<file path="config.mk">
export PLATFORM = sky130hd
export DESIGN_NAME = eye_eq_adapt
export DESIGN_NICKNAME = d
export VERILOG_FILES = /design/src/rtl/eqa_pkg.sv /design/src/rtl/eqa_sync2.sv /design/src/rtl/eqa_bin_peak.sv /design/src/rtl/eqa_peak_ram.sv /design/src/rtl/eye_eq_adapt.sv
export SDC_FILE = /design/constraint.sdc
export NUM_CORES = 1
export LEC_CHECK = 0
export ABC_AREA = 1
export CAP_MARGIN = 20
export CORE_MARGIN = 3
export CORE_UTILIZATION = 35
export DETAILED_ROUTE_END_ITERATION = 7
export GPL_ROUTABILITY_DRIVEN = 0
export HOLD_SLACK_MARGIN = 0.08
export SYNTH_ARGS = -nofsm -noshare
export SYNTH_HDL_FRONTEND = slang
export SYNTH_SLANG_ARGS = --single-unit
</file>
<file path="constraint.sdc">
create_clock -name clk -period 15 [get_ports clk]
set_input_delay 1.5 -clock clk [delete_from_list [all_inputs] [get_ports clk]]
set_output_delay 1.5 -clock clk [all_outputs]
set_load 0.005 [all_outputs]
</file>
<file path="src/rtl/eqa_pkg.sv">
package eqa_pkg;
  typedef enum logic [2:0] {
    ST_IDLE,
    ST_SWEEP,
    ST_SCAN,
    ST_DECIDE,
    ST_DONE
  } eqa_state_e;
endpackage

</file>
<file path="src/rtl/eqa_sync2.sv">
module eqa_sync2 #(
  parameter int STAGES = 2
) (
  input  logic clk,
  input  logic rst,
  input  logic d_i,
  output logic q_o
);
  logic [STAGES-1:0] ff_q;

  always_ff @(posedge clk) begin
    if (rst) ff_q <= '0;
    else     ff_q <= {ff_q[STAGES-2:0], d_i};
  end

  assign q_o = ff_q[STAGES-1];
endmodule

</file>
<file path="src/rtl/eqa_bin_peak.sv">
module eqa_bin_peak #(
  parameter int CNT_W = 14,
  parameter int LVL_W = 4
) (
  input  logic             clk,
  input  logic             rst,
  input  logic             fin_i,
  input  logic [LVL_W-1:0] lvl_i,
  input  logic [CNT_W-1:0] cnt_i,
  output logic [CNT_W-1:0] upd_val_o,
  output logic [LVL_W-1:0] upd_idx_o
);
  logic [CNT_W-1:0] prev_q, pk_q, bin;
  logic [LVL_W-1:0] idx_q;
  logic             first, take;

  assign first = (lvl_i == '0);
  assign bin   = (cnt_i > prev_q) ? (cnt_i - prev_q) : (prev_q - cnt_i);
  assign take  = !first && (bin > pk_q);

  always_comb begin
    if (first) begin
      upd_val_o = '0;
      upd_idx_o = '0;
    end else if (take) begin
      upd_val_o = bin;
      upd_idx_o = lvl_i - 1'b1;
    end else begin
      upd_val_o = pk_q;
      upd_idx_o = idx_q;
    end
  end

  always_ff @(posedge clk) begin
    if (rst) begin
      prev_q <= '0;
      pk_q   <= '0;
      idx_q  <= '0;
    end else if (fin_i) begin
      prev_q <= cnt_i;
      pk_q   <= upd_val_o;
      idx_q  <= upd_idx_o;
    end
  end

  // a peak within one code never shrinks from one level to the next
  assert_peak_monotone_R5: assert property (@(posedge clk) disable iff (rst)
    (fin_i && !first) |=> (pk_q >= $past(pk_q)));
endmodule

</file>
<file path="src/rtl/eqa_peak_ram.sv">
module eqa_peak_ram #(
  parameter int DEPTH = 16,
  parameter int DW    = 18,
  localparam int AW   = $clog2(DEPTH)
) (
  input  logic          clk,
  input  logic          we_i,
  input  logic [AW-1:0] waddr_i,
  input  logic [DW-1:0] wdata_i,
  input  logic [AW-1:0] raddr_i,
  output logic [DW-1:0] rdata_o
);
  logic [DW-1:0] mem [DEPTH];

  always_ff @(posedge clk) begin
    if (we_i) mem[waddr_i] <= wdata_i;
    rdata_o <= mem[raddr_i];
  end
endmodule

</file>
<file path="src/rtl/eye_eq_adapt.sv">
module eye_eq_adapt
  import eqa_pkg::*;
#(
  parameter int SAMPLES  = 8192,
  parameter int CNT_W    = 14,
  parameter int LVL_W    = 4,
  parameter int EQ_W     = 4,
  parameter int SETTLE_W = 4
) (
  input  logic                clk,
  input  logic                rst,
  input  logic                start_i,
  input  logic                cmp_i,
  input  logic [SETTLE_W-1:0] settle_i,
  input  logic [CNT_W-1:0]    tol_i,
  output logic [LVL_W-1:0]    dac_code_o,
  output logic [EQ_W-1:0]     eq_code_o,
  output logic [EQ_W-1:0]     sel_code_o,
  output logic                done_o
);
  localparam int N_LVL  = 1 << LVL_W;
  localparam int N_EQ   = 1 << EQ_W;
  localparam int TICK_W = $clog2(SAMPLES + (1 << SETTLE_W));
  localparam int DW     = CNT_W + LVL_W;
  localparam logic [CNT_W-1:0] CNT_MAX = '1;

  eqa_state_e          state_q;
  logic [TICK_W-1:0]   tick_q, tick_last;
  logic [CNT_W-1:0]    cnt_q, cnt_nxt;
  logic [LVL_W-1:0]    dac_q;
  logic [EQ_W-1:0]     eq_q, sel_q;
  logic                done_q;
  logic [SETTLE_W-1:0] settle_q;
  logic [CNT_W-1:0]    tol_q;
  logic [EQ_W:0]       k_q;
  logic                cmp_s, count_en, fin;

  // ranking registers for the two strongest per-code peaks
  logic [CNT_W-1:0]    t1_val, t2_val;
  logic [LVL_W-1:0]    t1_idx, t2_idx;
  logic [EQ_W-1:0]     t1_code, t2_code;
  logic                t1_vld, t2_vld;

  logic [CNT_W-1:0]    upd_val;
  logic [LVL_W-1:0]    upd_idx;
  logic                ram_we;
  logic [DW-1:0]       rd_data;
  logic [CNT_W-1:0]    rd_val;
  logic [LVL_W-1:0]    rd_idx;
  logic [EQ_W-1:0]     rd_code;
  logic [EQ_W-1:0]     choice;

  eqa_sync2 #(.STAGES(2)) u_sync (
    .clk (clk), .rst (rst), .d_i (cmp_i), .q_o (cmp_s)
  );

  assign tick_last = TICK_W'(settle_q) + TICK_W'(SAMPLES - 1);
  assign count_en  = (state_q == ST_SWEEP) && (tick_q >= TICK_W'(settle_q));
  assign fin       = (state_q == ST_SWEEP) && (tick_q == tick_last);

  always_comb begin
    cnt_nxt = cnt_q;
    if (count_en && cmp_s && (cnt_q != CNT_MAX)) cnt_nxt = cnt_q + 1'b1;
  end

  eqa_bin_peak #(.CNT_W(CNT_W), .LVL_W(LVL_W)) u_peak (
    .clk       (clk),
    .rst       (rst),
    .fin_i     (fin),
    .lvl_i     (dac_q),
    .cnt_i     (cnt_nxt),
    .upd_val_o (upd_val),
    .upd_idx_o (upd_idx)
  );

  assign ram_we = fin && (dac_q == LVL_W'(N_LVL - 1));

  eqa_peak_ram #(.DEPTH(N_EQ), .DW(DW)) u_ram (
    .clk     (clk),
    .we_i    (ram_we),
    .waddr_i (eq_q),
    .wdata_i ({upd_val, upd_idx}),
    .raddr_i (k_q[EQ_W-1:0]),
    .rdata_o (rd_data)
  );

  assign rd_val  = rd_data[DW-1:LVL_W];
  assign rd_idx  = rd_data[LVL_W-1:0];
  assign rd_code = EQ_W'(k_q - 1'b1);

  always_comb begin
    if (((t1_val - t2_val) < tol_q) && (t2_idx > t1_idx)) choice = t2_code;
    else                                                   choice = t1_code;
  end

  always_ff @(posedge clk) begin
    if (rst) begin
      state_q  <= ST_IDLE;
      tick_q   <= '0;
      cnt_q    <= '0;
      dac_q    <= '0;
      eq_q     <= '0;
      sel_q    <= '0;
      done_q   <= 1'b0;
      settle_q <= '0;
      tol_q    <= '0;
      k_q      <= '0;
      t1_val   <= '0; t1_idx <= '0; t1_code <= '0; t1_vld <= 1'b0;
      t2_val   <= '0; t2_idx <= '0; t2_code <= '0; t2_vld <= 1'b0;
    end else begin
      case (state_q)
        ST_IDLE, ST_DONE: begin
          if (start_i) begin
            state_q  <= ST_SWEEP;
            tick_q   <= '0;
            cnt_q    <= '0;
            dac_q    <= '0;
            eq_q     <= '0;
            sel_q    <= '0;
            done_q   <= 1'b0;
            settle_q <= settle_i;
            tol_q    <= tol_i;
            t1_vld   <= 1'b0;
            t2_vld   <= 1'b0;
          end
        end
        ST_SWEEP: begin
          if (fin) begin
            tick_q <= '0;
            cnt_q  <= '0;
            dac_q  <= dac_q + 1'b1;
            if (dac_q == LVL_W'(N_LVL - 1)) begin
              eq_q <= eq_q + 1'b1;
              if (eq_q == EQ_W'(N_EQ - 1)) begin
                state_q <= ST_SCAN;
                k_q     <= '0;
              end
            end
          end else begin
            tick_q <= tick_q + 1'b1;
            cnt_q  <= cnt_nxt;
          end
        end
        ST_SCAN: begin
          k_q <= k_q + 1'b1;
          if (k_q != '0) begin
            if (!t1_vld || (rd_val > t1_val)) begin
              t2_val  <= t1_val;  t2_idx <= t1_idx;
              t2_code <= t1_code; t2_vld <= t1_vld;
              t1_val  <= rd_val;  t1_idx <= rd_idx;
              t1_code <= rd_code; t1_vld <= 1'b1;
            end else if (!t2_vld || (rd_val > t2_val)) begin
              t2_val  <= rd_val;  t2_idx <= rd_idx;
              t2_code <= rd_code; t2_vld <= 1'b1;
            end
          end
          if (k_q == (EQ_W + 1)'(N_EQ)) state_q <= ST_DECIDE;
        end
        ST_DECIDE: begin
          done_q  <= 1'b1;
          eq_q    <= choice;
          sel_q   <= choice;
          state_q <= ST_DONE;
        end
        default: state_q <= ST_IDLE;
      endcase
    end
  end

  assign dac_code_o = dac_q;
  assign eq_code_o  = eq_q;
  assign sel_code_o = sel_q;
  assign done_o     = done_q;

  // inside a level the codes on the outputs do not move
  assert_codes_steady_R3: assert property (@(posedge clk) disable iff (rst)
    (state_q == ST_SWEEP && tick_q != '0) |-> ($stable(dac_code_o) && $stable(eq_code_o)));

  // the reference code steps by one at a level end, equalizer code unchanged
  assert_level_step_R2: assert property (@(posedge clk) disable iff (rst)
    (fin && dac_q != LVL_W'(N_LVL - 1)) |=>
      ((dac_code_o == LVL_W'($past(dac_code_o) + 1'b1)) && $stable(eq_code_o)));

  // a saturated count stays saturated until the level ends
  assert_sat_hold_R4: assert property (@(posedge clk) disable iff (rst)
    (state_q == ST_SWEEP && !fin && cnt_q == CNT_MAX) |=> (cnt_q == CNT_MAX));

  // the result is held while no start arrives
  assert_done_hold_R8: assert property (@(posedge clk) disable iff (rst)
    (done_o && !start_i) |=> (done_o && $stable(sel_code_o) && $stable(eq_code_o)));

  // a start during a sweep disturbs nothing
  assert_busy_start_R9: assert property (@(posedge clk) disable iff (rst)
    (state_q == ST_SWEEP && !fin && start_i) |=>
      ($stable(dac_code_o) && $stable(eq_code_o) && !done_o));
endmodule

</file>
# Word-level counts from Yosys, hierarchy flattened
# Memories as Yosys holds them, arrays and structs flattened. A register that Yosys moved wholly into a read port is not among the register bits.
# Cells that the tools add are included.
dict set report word_totals {
  ff_bits 147
  ramBits 288
  inputBits 22
  output_inout_bits 13
  wordCells 137
  mem_count 1
}
dict set report op_classes {
  addsub 11
  n_lt_le_gt_ge 7
  eq_ne 17
  mux 46
  n_reduce_logical 33
}
# name depth word_bits rd rd_ports_with_merged_regs write_ports line_no
set memory_table {}
lappend memory_table {u_ram.mem 16 18 1 1 1 eqa_peak_ram.sv:13} ;# logic [DW-1:0] mem [DEPTH];
# operator count
set op_table {}
lappend op_table {{14-bit 2-to-1 mux} 9}
lappend op_table {{14-bit greater-than comparator} 4}
lappend op_table {{14-bit case mux with 2 select lines} 2}
lappend op_table {{4-bit 2-to-1 mux} 11}
lappend op_table {{14-bit subtractor} 3}
lappend op_table {{14-bit by 1-bit adder with 14-bit output (second input constant)} 2}
lappend op_table {{4-bit case mux with 2 select lines} 2}
lappend op_table {{4-bit AND reduction} 4}
lappend op_table {{3-bit 2-to-1 mux} 5}
lappend op_table {{5-bit 2-to-1 mux} 3}
lappend op_table {{4-bit by 13-bit adder with 14-bit output (second input constant)} 1}
lappend op_table {{14-bit equality test} 1}
lappend op_table {{14-bit by 4-bit >= comparator with 1-bit output} 1}
lappend op_table {{14-bit < comparator} 1}
lappend op_table {{14-bit != test (second input constant)} 1}
lappend op_table {{3-bit case mux with 4 select lines} 1}
lappend op_table {{4-bit case mux with 3 select lines} 1}
lappend op_table {{2-bit != test (second input constant)} 5}
lappend op_table {{5-bit case mux with 2 select lines} 1}
lappend op_table {{2-bit nonzero test} 5}
lappend op_table {{3-bit AND reduction} 3}
lappend op_table {{4-bit by 1-bit adder with 4-bit output (second input constant)} 2}
lappend op_table {{4-bit equality test (second input constant)} 2}
lappend op_table {{1-bit 2-to-1 mux} 8}
lappend op_table {{other kinds (20)} 36}

# Depth between registers and ports, before layout
# Gate-level depths: netlist (run 1).
dict set report depth {
  word_depth 11
  ltp_mapped 40
  ltp_nobuf 36
}

# Hierarchy
# Synthesis (run 1) repeated with hierarchy kept, for this count alone.
dict set report hier_totals {
  cells_unflattened 3018
  hier_area_um2 24467.2
}
# mod n_inst cells_each area_each_um2 seq_area_each_um2
set modules_own_cells {}
lappend modules_own_cells {eqa_peak_ram 1 1203 12762.2 9008.6}
lappend modules_own_cells {eye_eq_adapt 1 1174 7798.7 2262.2}
lappend modules_own_cells {eqa_bin_peak 1 635 3851.2 640.6}
lappend modules_own_cells {eqa_sync2 1 6 55.1 40.0}

# Worst setup path before layout (run 1)
# No wires, ideal clock.
dict set report synth_timing {
  path_type {register -> register}
  from {reg settle_q[3]}
  to {mem u_ram.mem[0][11], data pin}
  setup_time_ps 205
  arrival_time_ps 4549
  required_ps 14795
  setup_slack_ps 10246
  stages_incl_launch_ff 34
  path_buffers 4
  period_less_slack_ps 4754
  cell_sequence {dfxtp_1 inv_1 ha_1 or2_2 nor3_2 nand3_2 nand3_4 buf_12 nand2_1 nand2_2 inv_2 ha_1 fa_1 inv_1 nand2_1 nand3_1 nand2_1 nand2_1 nand2_4 inv_2 buf_6 nand2_2 nand2_1 inv_1 ha_1 a21oi_1 o21ai_0 a21oi_1 nand2_1 nand2_1 buf_2 clkbuf_1 nand3_1 nand2_1}
}
dict set report synth_via {
  elab_chain_cells 11
  elab_cells_between_ends 13
  cone_classes {2 x add/sub; 3 x order compare; 4 x mux; 4 x reduce/logical}
}
# item line_no
set synth_lines {}
lappend synth_lines {{start, declared} eye_eq_adapt.sv:33} ;# logic [SETTLE_W-1:0] settle_q;
lappend synth_lines {{start signal, assigned} eye_eq_adapt.sv:121} ;# settle_q <= settle_i;
lappend synth_lines {{14-bit by 4-bit >= comparator with 1-bit output *} eye_eq_adapt.sv:58} ;# assign count_en = (state_q == ST_SWEEP) && (tick_q >= TICK_W'(settle_q));
lappend synth_lines {{1-bit logical AND *} eye_eq_adapt.sv:58}
lappend synth_lines {{1-bit logical AND * (2 in a row)} eye_eq_adapt.sv:63} ;# if (count_en && cmp_s && (cnt_q != CNT_MAX)) cnt_nxt = cnt_q + 1'b1;
lappend synth_lines {{14-bit 2-to-1 mux *} eye_eq_adapt.sv:63}
lappend synth_lines {{via cnt_nxt[0]} eye_eq_adapt.sv:29} ;# logic [CNT_W-1:0] cnt_q, cnt_nxt;
lappend synth_lines {{14-bit subtractor or 14-bit greater-than comparator (tied branches)} eqa_bin_peak.sv:18} ;# assign bin = (cnt_i > prev_q) ? (cnt_i - prev_q) : (prev_q - cnt_i);
lappend synth_lines {{14-bit 2-to-1 mux *} eqa_bin_peak.sv:18}
lappend synth_lines {{14-bit greater-than comparator} eqa_bin_peak.sv:19} ;# assign take = !first && (bin > pk_q);
lappend synth_lines {{1-bit logical AND} eqa_bin_peak.sv:19}
lappend synth_lines {{14-bit 2-to-1 mux *} eqa_bin_peak.sv:25} ;# end else if (take) begin
lappend synth_lines {{14-bit 2-to-1 mux *} eqa_bin_peak.sv:22} ;# if (first) begin
lappend synth_lines {{via u_peak.upd_val_o[7]} eqa_bin_peak.sv:10} ;# output logic [CNT_W-1:0] upd_val_o,
lappend synth_lines {{end, declared} eqa_peak_ram.sv:13}
# Mark *: on every way through the listed nets, which the timed path passes. The rest lies on a longest branch.

# Worst setup path after layout (run 1)
dict set report layout_timing {
  from {reg cnt_q[0]}
  to {mem u_ram.mem[4][8], data pin}
}
dict set report layout_via {
  elab_chain_cells 9
  elab_cells_between_ends 12
  cone_classes {3 x add/sub; 2 x order compare; 1 x eq/ne; 4 x mux; 2 x reduce/logical}
}
# item line_no
set layout_lines {}
lappend layout_lines {{start, declared} eye_eq_adapt.sv:29}
lappend layout_lines {{start signal, assigned} eye_eq_adapt.sv:141} ;# cnt_q <= cnt_nxt;
lappend layout_lines {{parallel branches: the longest is 2 deep, another holds 14-bit by 1-bit adder with 14-bit output} n/a}
lappend layout_lines {{14-bit 2-to-1 mux *} eye_eq_adapt.sv:63}
lappend layout_lines {{via cnt_nxt[0]} eye_eq_adapt.sv:29}
lappend layout_lines {{14-bit subtractor or 14-bit greater-than comparator (tied branches)} eqa_bin_peak.sv:18}
lappend layout_lines {{14-bit 2-to-1 mux *} eqa_bin_peak.sv:18}
lappend layout_lines {{14-bit greater-than comparator} eqa_bin_peak.sv:19}
lappend layout_lines {{1-bit logical AND} eqa_bin_peak.sv:19}
lappend layout_lines {{14-bit 2-to-1 mux *} eqa_bin_peak.sv:25}
lappend layout_lines {{14-bit 2-to-1 mux *} eqa_bin_peak.sv:22}
lappend layout_lines {{via u_peak.upd_val_o[4]} eqa_bin_peak.sv:10}
# Mark *: on every way through the listed nets, which the timed path passes.

==> run summary, run 1 <==
total track usage - 0.175
die extent in x - 263 um
ys async rst share - 0
Mapped Area - 0.0231 mm^2
Clock Skew - 31.3 ps
top cell type by total area after synthesis - edfxtp_1
Antenna diodes - 0
setup tns final - 0 ps
crit path buf inv count - 6
Post-DRT Antenna Nets - 0
drt first pass iters - 5
area share of the largest cell type after synthesis - 0.374
first-pass GRT wire length - 97,300 um
WL per Instance - 17.4 um
TritonCTS clock tree - built
share of cells above drive strength 1 - 0.0727
row cnt - 93
Post-Synthesis Cells - 2,680
1st-iter DRT viols - 1,365
CP top delay family - simple AND/OR/NAND/NOR gates
Final nets - 2,812
top cells by area, synth - edfxtp_1, dfxtp_1, nand2_1, ha_1, o21ai_0
initial antenna violation count - 1
fillcell total - 6,408
Synth cell types - 49
type of the worst min-delay path - flop to flop
Final Max Tran Viols - 0
Worst EP required - 15,320 ps
routed wire length - 62,100 um
I/O pins - 35
Startpoint Class - flop
status - complete, no violations
height of the die - 263 um
vias in the first global route - 17,500
grt total ovfl - 0
RSZ-0062 raised after global routing - false
Largest stage delay, worst path - 940 ps
Slowest cell on crit path - nor2_1
core area - 0.0649 mm^2
Cell Area, Placed - 0.0242 mm^2
Final min period - 6870 ps
Lkg Pwr - 0.0105 uW
Mean Syn Cell Area - 8.63 um^2
largest net degree at the start of global routing - 94
count of state elements after synthesis - 453
number of buffers added for setup after CTS - 0
Layout area overhead - 12.1%
Switch Pwr - 1420 uW
Slew HR - 0.319
CTS HTree Levels - 2
placed cell count - 3,472
most frequent CP cell - nand2_1
# port buffers - 34
worst skew pair latency - 610 ps
internal power - 2460 uW
Vias/cell - 5.12
sequential fraction of design power - 0.362
Final Cycle Share - 0.458
net switching share of the total power - 0.365
clk slew on worst S/H paths - 60 ps
Max IR drop VDD - 0.000127 V
CTS Hold Bufs - 0
clock network power share - 0.321
synth warn - 0
DR DRC count - 0
post-synthesis net count - 2,822
Post-synth EDFFs - 288
Sink Count - 453
Final WS setup - 8130 ps
Setup CP Type - flop to flop
DP Wirelength - 39,500 um
Final Util - 0.399
Max-Cap Viols - 0
total CTS buffers - 49
actual slew at the worst max-slew pin - 1020 ps
Top FF cell, synth - edfxtp_1
logic gate share of total power - 0.317
DR vias - 18,300
sequential-to-total area share from yosys stat - 0.517
Die Area - 0.0692 mm^2
Initial Util - 0.356
clk root buf - clkbuf_16
R2R setup slack - 8130 ps
Critical Path AT - 7190 ps
Worst Setup End Kind - flop
CTS resizes - 0
Finished Layout Cells - 3,566
Fin. Hold Viols - 0
final setup vio count - 0
Max Fclk - 0.146 GHz
PwrDens - 149 mW/mm^2
Crit Path Max Fanout - 20
pre-CTS setup slack - 8230 ps
final instance area - 0.0259 mm^2
Max clock buf depth - 3
cells by family after synthesis:
kind of cell | after synthesis | share of synthesized area
AOI/OAI and AO/OA | 487 | 0.112
xor gates and xnor gates | 47 | 0.0178
adders and majority gates | 120 | 0.0659
buffers and inverters | 424 | 0.0738
DFF | 453 | 0.517
and+or+nand+nor | 1149 | 0.214
layout by cell type (no fill, tap or decap), types with 4 or more instances in the layout:
master           instances
o21a_1                   6
clkbuf_16               49
bufinv_16                5
ha_1                   117
a21oi_1                150
inv_1                  285
clkbuf_1                13
o21bai_1                 7
buf_4                   21
o22ai_1                 74
inv_2                   19
clkdlybuf4s50_1         33
xnor2_1                  6
nand3_1                166
nand3b_1                 9
or2_2                    4
dfxtp_1                163
nor2_4                  10
nand2_2                 25
o21ai_0                236
clkinvlp_4               5
nand2_1                550
xor2_1                  41
clkinv_2                 5
nand4_1                 51
nand3_2                  7
edfxtp_1               288
nor2_1                 284
nor3_1                  12
clkbuf_8                 5
clkinv_1                 4
nor2_2                  16
sequential cells by signal, summed over array words and instances (netlist names), 3 cells and up:
| register | count |
|---|---|
| dac_code_o | 4 |
| state_q | 3 |
| sel_code_o | 4 |
| t1_code | 4 |
| t2_code | 4 |
| u_ram.mem | 288 |
| eq_code_o | 4 |
| k_q | 5 |
| u_ram.rdata_o | 18 |
| u_peak.pk_q | 14 |
| u_peak.idx_q | 4 |
| settle_q | 4 |
| cnt_q | 14 |
| t2_val | 14 |
| t1_val | 14 |
| t2_idx | 4 |
| tol_q | 14 |
| tick_q | 14 |
| u_peak.prev_q | 14 |
| t1_idx | 4 |
synthesized netlist by cell type, types with 7 or more instances:
cell type / n
nand3_2: 7
nand3_1: 166
o21bai_1: 7
o21ai_0: 236
o22ai_1: 74
ha_1: 117
edfxtp_1: 288
buf_4: 10
buf_1: 9
nand4_1: 51
nand2_2: 24
clkbuf_1: 69
buf_2: 25
inv_1: 288
xor2_1: 41
inv_2: 17
nor2_1: 299
nand3b_1: 9
nor3_1: 13
nor2_2: 9
a21oi_1: 150
nand2_1: 551
dfxtp_1: 165
final cells by class:
cell class | count | area [um^2] | share of cell area
clock buffers | 67 | 1340 | 0.0518
multi-input cells | 1803 | 9570 | 0.369
repair buffers | 57 | 524 | 0.0202
well taps | 855 | 1070 | 0.0413
inverters | 306 | 1150 | 0.0444
clock inverters | 25 | 322 | 0.0124
flip-flops and latches | 453 | 12000 | 0.461
layer usage:
metal / wire, um / up-vias / track usage
met3: 3390 / 111 / 0.0264
met2: 30400 / 496 / 0.305
li1: - / 8970 / -
met5: 0 / - / 0
met4: 1610 / 0 / 0.0541
met1: 26800 / 8694 / 0.224
metrics by stage:
stage	hold WS, ps	total power, uW
final	411	3880
after global routing	446	4130
after CTS	417	3890
after detailed placement	402	2640
after global placement	399	2610
after floorplan	388	2350
worst paths after layout:
path,from,endpoint,depth (start not counted)
hold / removal,u_sync.ff_q[0],u_sync.ff_q[1],2
setup reg to reg,cnt_q[0],u_ram.mem[4][8],31
hold reg to reg,u_sync.ff_q[0],u_sync.ff_q[1],2
setup / recovery,cnt_q[0],u_ram.mem[4][8],31
worst min-delay path, stage by stage (launching register included):
cell and delay [ps]:
dfxtp_1 300, inv_1 40, nor2_1 30
power groups by stage:
stage	registers, uW	clock network (uW)	logic [uW]
after floorplan	1400	0	948
final	1400	1240	1230
after global placement	1430	0	1180
after CTS	1410	1270	1210
after global routing	1410	1320	1400
after detailed placement	1430	0	1210
Power figures use the tool's default switching activity.
==> run 2: changes to the inputs <==
==> constraint.sdc (replaced) <==
create_clock -name clk -period 6.7 [get_ports clk]
set_input_delay 0.67 -clock clk [delete_from_list [all_inputs] [get_ports clk]]
set_output_delay 0.67 -clock clk [all_outputs]
set_load 0.005 [all_outputs]
==> run 2 against run 1 <==
Effect of this change: final area increased by 0.38%; register-to-register slack got worse by 7300 ps; non-clock buffer count decreased by 3; combinational power increased by 130%; critical path type unchanged; largest power group unchanged.
==> run summary, run 2 (synthesis results as in run 1) <==
Lkg Pwr - 0.0106 uW (+0.66%)
Max IR drop VDD - 0.000245 V (+93%)
total CTS buffers - 50 (+2.0%)
Slowest cell on crit path - dfxtp_1
most frequent CP cell - nand2_1
Final min period - 5910 ps (-956 ps)
DR DRC count - 0 (unchanged)
Layout area overhead - 12.5%
status - complete, no violations
hold_ws - 408 ps (-3.23 ps)
sequential fraction of design power - 0.355 (-0.007)
clk slew on worst S/H paths - 60 ps (about the same)
I/O pins - 35 (unchanged)
# port buffers - 34 (unchanged)
first-pass GRT wire length - 97,600 um (+0.33%)
Final Max Tran Viols - 0 (unchanged)
routed wire length - 62,300 um (+0.32%)
core area - 0.0649 mm^2 (unchanged)
Crit Path Max Fanout - 16 (-20%)
most frequent cells in the layout - nand2_1, edfxtp_1, inv_1
Slew HR - 0.370 (+0.0512)
Die Area - 0.0692 mm^2 (unchanged)
Largest stage delay, worst path - 510 ps (-430 ps)
Final nets - 2,810 (-0.071%)
CTS resizes - 0 (unchanged)
Final Cycle Share - 0.883 (+0.425)
Switch Pwr - 3180 uW (+120%)
setup tns final - 0 ps (unchanged)
CTS Hold Bufs - 0 (unchanged)
Max Fclk - 0.169 GHz (+16%)
share of cells above drive strength 1 - 0.0731 (+0.000423)
type of the worst min-delay path - flop to flop
final setup vio count - 0 (unchanged)
die extent in x - 263 um (unchanged)
Worst EP required - 7000 ps (-8320 ps)
WL per Instance - 17.5 um (+0.38%)
largest net degree at the start of global routing - 88 (-6.4%)
Max clock buf depth - 3 (unchanged)
net switching share of the total power - 0.359 (-0.00627)
largest register by flop count - u_ram.mem
Fin. Hold Viols - 0 (unchanged)
grt total ovfl - 0 (unchanged)
PwrDens - 340 mW/mm^2 (+130%)
Sink Count - 453 (unchanged)
Antenna diodes - 0 (unchanged)
vias in the first global route - 17,500 (+0.10%)
drt first pass iters - 5 (unchanged)
total track usage - 0.176 (+0.000982)
Post-DRT Antenna Nets - 0 (unchanged)
Largest register FFs - 288 (unchanged)
height of the die - 263 um (unchanged)
Initial Util - 0.356 (unchanged)
logic gate share of total power - 0.316 (about the same)
biggest regs - u_ram.mem x288, u_ram.rdata_o x18
DP Wirelength - 39,300 um (-0.54%)
Startpoint Class - flop
row cnt - 93 (unchanged)
Setup CP Type - flop to flop
internal power - 5680 uW (+130%)
RSZ-0062 raised after global routing - false
number of buffers added for setup after CTS - 0 (unchanged)
Clock Skew - 26.2 ps (-5.05 ps)
clk root buf - clkbuf_16
Max-Cap Viols - 0 (unchanged)
Vias/cell - 5.11 (-0.27%)
DR vias - 18,200 (-0.33%)
initial antenna violation count - 0 (-1)
clock network power share - 0.330 (+0.009)
most common cell after layout, fill and taps aside - nand2_1
actual slew at the worst max-slew pin - 943 ps (-79.0 ps)
Critical Path AT - 6210 ps (-980 ps)
Worst Setup End Kind - flop
CTS HTree Levels - 2 (unchanged)
1st-iter DRT viols - 1,501 (+10%)
worst skew pair latency - 590 ps (-20 ps)
TritonCTS clock tree - built
fillcell total - 6,388 (-0.31%)
[run 2: per-layer routing]
metal / track usage / vias up / wire length, um
met2: 0.306 / 521 / 29900
met3: 0.0242 / 102 / 3310
met1: 0.229 / 8625 / 27600
li1: - / 8963 / -
met4: 0.0498 / 0 / 1510
met5: 0 / - / 0
[run 2: final cells by class]
type | instances | area [um^2] | share of cell area
inverter | 306 | 1150 | 0.0442
tap | 855 | 1070 | 0.0411
clock inverter | 34 | 442 | 0.0170
sequential | 453 | 12000 | 0.459
clock buffer | 59 | 1310 | 0.0502
multi-input combinational | 1803 | 9600 | 0.369
timing repair buffer | 54 | 505 | 0.0194
[run 2: path summary, 6_finish.rpt]
kind	startpoint	end	slack (ps)	depth (start not counted)
max reg2reg	cnt_q[0]	u_ram.mem[1][9]	790	32
min	u_sync.ff_q[0]	u_sync.ff_q[1]	410	2
max	cnt_q[0]	u_ram.mem[1][9]	790	32
min reg2reg	u_sync.ff_q[0]	u_sync.ff_q[1]	410	2
[run 2: power groups by stage]
stage,sequential [uW],combinational (uW),clock [uW]
floorplan,3140,2130,0
global placement,3200,2720,0
detailed placement,3200,2760,0
CTS,3140,2770,2970
global route,3150,3190,3090
finish,3140,2790,2920
[run 2: metrics by stage]
| step | area [um^2] | power (uW) | std cells | worst slack [ps] | utilization |
|---|---|---|---|---|---|
| final | 26000 | 8860 | 3564 | 786 | 0.401 |
| after global routing | 26000 | 9430 | 3564 | 115 | 0.401 |
| after CTS | 26000 | 8880 | 3562 | 852 | 0.400 |
| after detailed placement | 24200 | 5960 | 3469 | 919 | 0.373 |
| after global placement | 24200 | 5910 | 3469 | 1050 | 0.373 |
| after floorplan | 23100 | 5270 | 2680 | 1950 | - |
[run 2: critical path: cells and delay by family (launching register included)]
kind / cells / cell delay [ps]
flops: 1 / 510
buf+inv: 6 / 700
simple gates: 23 / 3360
fa+ha+maj: 3 / 1030
==> run 3: changes to the inputs <==
--- a/config.mk
+++ b/config.mk
@@ -10,6 +10,7 @@
 export CORE_MARGIN = 3
 export CORE_UTILIZATION = 35
 export DETAILED_ROUTE_END_ITERATION = 7
+export DONT_BUFFER_PORTS = 1
 export GPL_ROUTABILITY_DRIVEN = 0
 export HOLD_SLACK_MARGIN = 0.08
 export SYNTH_ARGS = -nofsm -noshare
==> run 3 against run 2 <==
Effect of this change: sequential power about the same; non-clock buffer count decreased by 32; cell count down 0.93%; via count down 0.63%; total power decreased by 4.0%; sequential share of layout area rose by 0.99 points; count of clock-buffer cells in the layout rose by 7; worst setup slack got worse by 210 ps; flip-flop and latch count unchanged; final area is 2.1% lower; combinational power about the same; register-to-register slack worse by 210 ps; critical path type unchanged; largest cell class unchanged; highest routed layer is now met5.
==> run summary, run 3 (synthesis results as in run 1) <==
final setup vio count - 0 (unchanged)
met3 usage - 0.0305 (+0.00626)
Slew HR - 0.336 (-0.0343)
Worst EP required - 7000 ps (about the same)
most common cell after layout, fill and taps aside - nand2_1
most frequent CP cell - nand2_1
Slowest cell on crit path - nand2_1
Final WS setup - 575 ps (-211 ps)
WL per Instance - 17.5 um (+0.12%)
most frequent cells in the layout - nand2_1, edfxtp_1, inv_1
actual slew at the worst max-slew pin - 997 ps (+53.7 ps)
CTS HTree Levels - 2 (unchanged)
drt first pass iters - 5 (unchanged)
Final nets - 2,777 (-1.2%)
GRT busiest layer - met2
pre-CTS setup slack - 620 ps (-298 ps)
clk root buf - clkbuf_16
TritonCTS clock tree - built
Crit Path Max Fanout - 16 (unchanged)
Setup CP Type - flop to flop
clk slew on worst S/H paths - 60 ps (about the same)
Vias/cell - 5.13 (+0.30%)
Fin. Hold Viols - 0 (unchanged)
grt total ovfl - 0 (unchanged)
Worst Setup End Kind - flop
Layout area overhead - 10.1%
1st-iter DRT viols - 1,468 (-2.2%)
Sink Count - 453 (unchanged)
Final min period - 6130 ps (+211 ps)
Max clock buf depth - 3 (unchanged)
Lkg Pwr - 0.0104 uW (-2.1%)
total track usage - 0.174 (-0.00194)
Clock Skew - 29.3 ps (+3.09 ps)
Final Max Tran Viols - 0 (unchanged)
CTS Hold Bufs - 0 (unchanged)
largest net degree at the start of global routing - 94 (+6.8%)
Max IR drop VDD - 0.000326 V (+33%)
Startpoint Class - flop
height of the die - 263 um (unchanged)
core area - 0.0649 mm^2 (unchanged)
initial antenna violation count - 1 (+1)
Critical Path AT - 6420 ps (+210 ps)
worst skew pair latency - 600 ps (about the same)
global-route met2 utilization - 0.295 (-0.0109)
row cnt - 93 (unchanged)
routed wire length - 61,800 um (-0.81%)
Initial Util - 0.356 (unchanged)
Post-DRT Antenna Nets - 0 (unchanged)
Largest register FFs - 288 (unchanged)
Die Area - 0.0692 mm^2 (unchanged)
vias in the first global route - 17,300 (-1.2%)
type of the worst min-delay path - input pin to flop
biggest regs - u_ram.mem x288, u_ram.rdata_o x18
Antenna diodes - 0 (unchanged)
DR DRC count - 0 (unchanged)
first-pass GRT wire length - 96,100 um (-1.5%)
largest register by flop count - u_ram.mem
PwrDens - 334 mW/mm^2 (-2.0%)
Max Fclk - 0.163 GHz (-3.4%)
DR vias - 18,100 (-0.63%)
setup tns final - 0 ps (unchanged)
met1 usage - 0.221 (-0.00826)
DP Wirelength - 39,300 um (-0.12%)
Largest stage delay, worst path - 520 ps (about the same)
I/O pins - 35 (unchanged)
die extent in x - 263 um (unchanged)
# port buffers - 0 (-100%)
status - complete, no violations
Final Cycle Share - 0.914 (+0.0315)
Max-Cap Viols - 0 (unchanged)
share of cells above drive strength 1 - 0.0710 (-0.00209)
RSZ-0062 raised after global routing - false
total CTS buffers - 49 (-2.0%)
-- run 3: cell count changes in the layout (fill, tap and decap cells not counted), moves of 2 or more --
cell and delta:
clkdlybuf4s50_1 -33, bufinv_16 -7, clkbuf_1 +6, clkinv_1 +5, buf_4 +3, clkbuf_8 +3
clkinv_4 -3, clkinvlp_4 -3, nand2_1 -3, nand2_2 +3, clkbuf_16 -2, inv_6 -2
nor2_2 +2, nor2_4 -2
-- run 3: critical path: cells and delay by family, from the launching register on --
kind | cells | cell delay (ps)
AND/OR/NAND/NOR | 21 | 3480
buffers and inverters | 6 | 600
adder cells (fa/ha/maj) | 4 | 1220
flip-flops | 1 | 470
-- run 3: report_power, final --
group          total (uW)  leakage [uW]  switching (uW)  internal [uW]
sequential           3130       0.00402             107           3030
clock                2610      0.000739            1140           1470
combinational        2760       0.00561            1900            863
-- run 3: layout make-up --
cell class              count  area [um^2]
inverters                 306         1150
repair buffers             22          178
clock inverters            26          211
multi-input cells        1803         9600
fillers                  6396        39400
clock buffers              66         1320
flip-flops and latches    453        12000
well taps                 855         1070
-- run 3: worst paths after layout --
check,from,to,slack [ps],cells past startpoint
hold / removal,rst,k_q[1],140,1
setup reg to reg,cnt_q[0],u_ram.mem[14][12],580,31
setup / recovery,cnt_q[0],u_ram.mem[14][12],580,31
hold reg to reg,u_sync.ff_q[0],u_sync.ff_q[1],410,2
-- run 3: per-stage QoR --
stage / utilization / std cells / total power, uW / area, um^2 / hold slack [ps]
6_report: 0.392 / 3531 / 8500 / 25500 / 142
5_1_grt: 0.392 / 3531 / 9080 / 25500 / 106
4_1_cts: 0.392 / 3530 / 8530 / 25500 / 105
3_5_place_dp: 0.368 / 3438 / 5920 / 23900 / 398
3_3_place_gp: 0.368 / 3438 / 5870 / 23900 / 399
2_1_floorplan: - / 2680 / 5270 / 23100 / 388
-- run 3: timing repair --
| action | 4_1_cts | 5_1_grt |
|---|---|---|
| setup endpoints to repair | 0 | 48 |
| buffers inserted | 0 | 0 |
| gates resized for setup | 0 | 3 |
-- run 3: routing by layer --
metal / routed length, um / vias up / share of wire
li1: - / 8896 / -
met1: 26700 / 8522 / 0.43
met2: 29200 / 531 / 0.47
met3: 3620 / 146 / 0.059
met4: 2310 / 2 / 0.037
met5: 13 / - / 0.00021
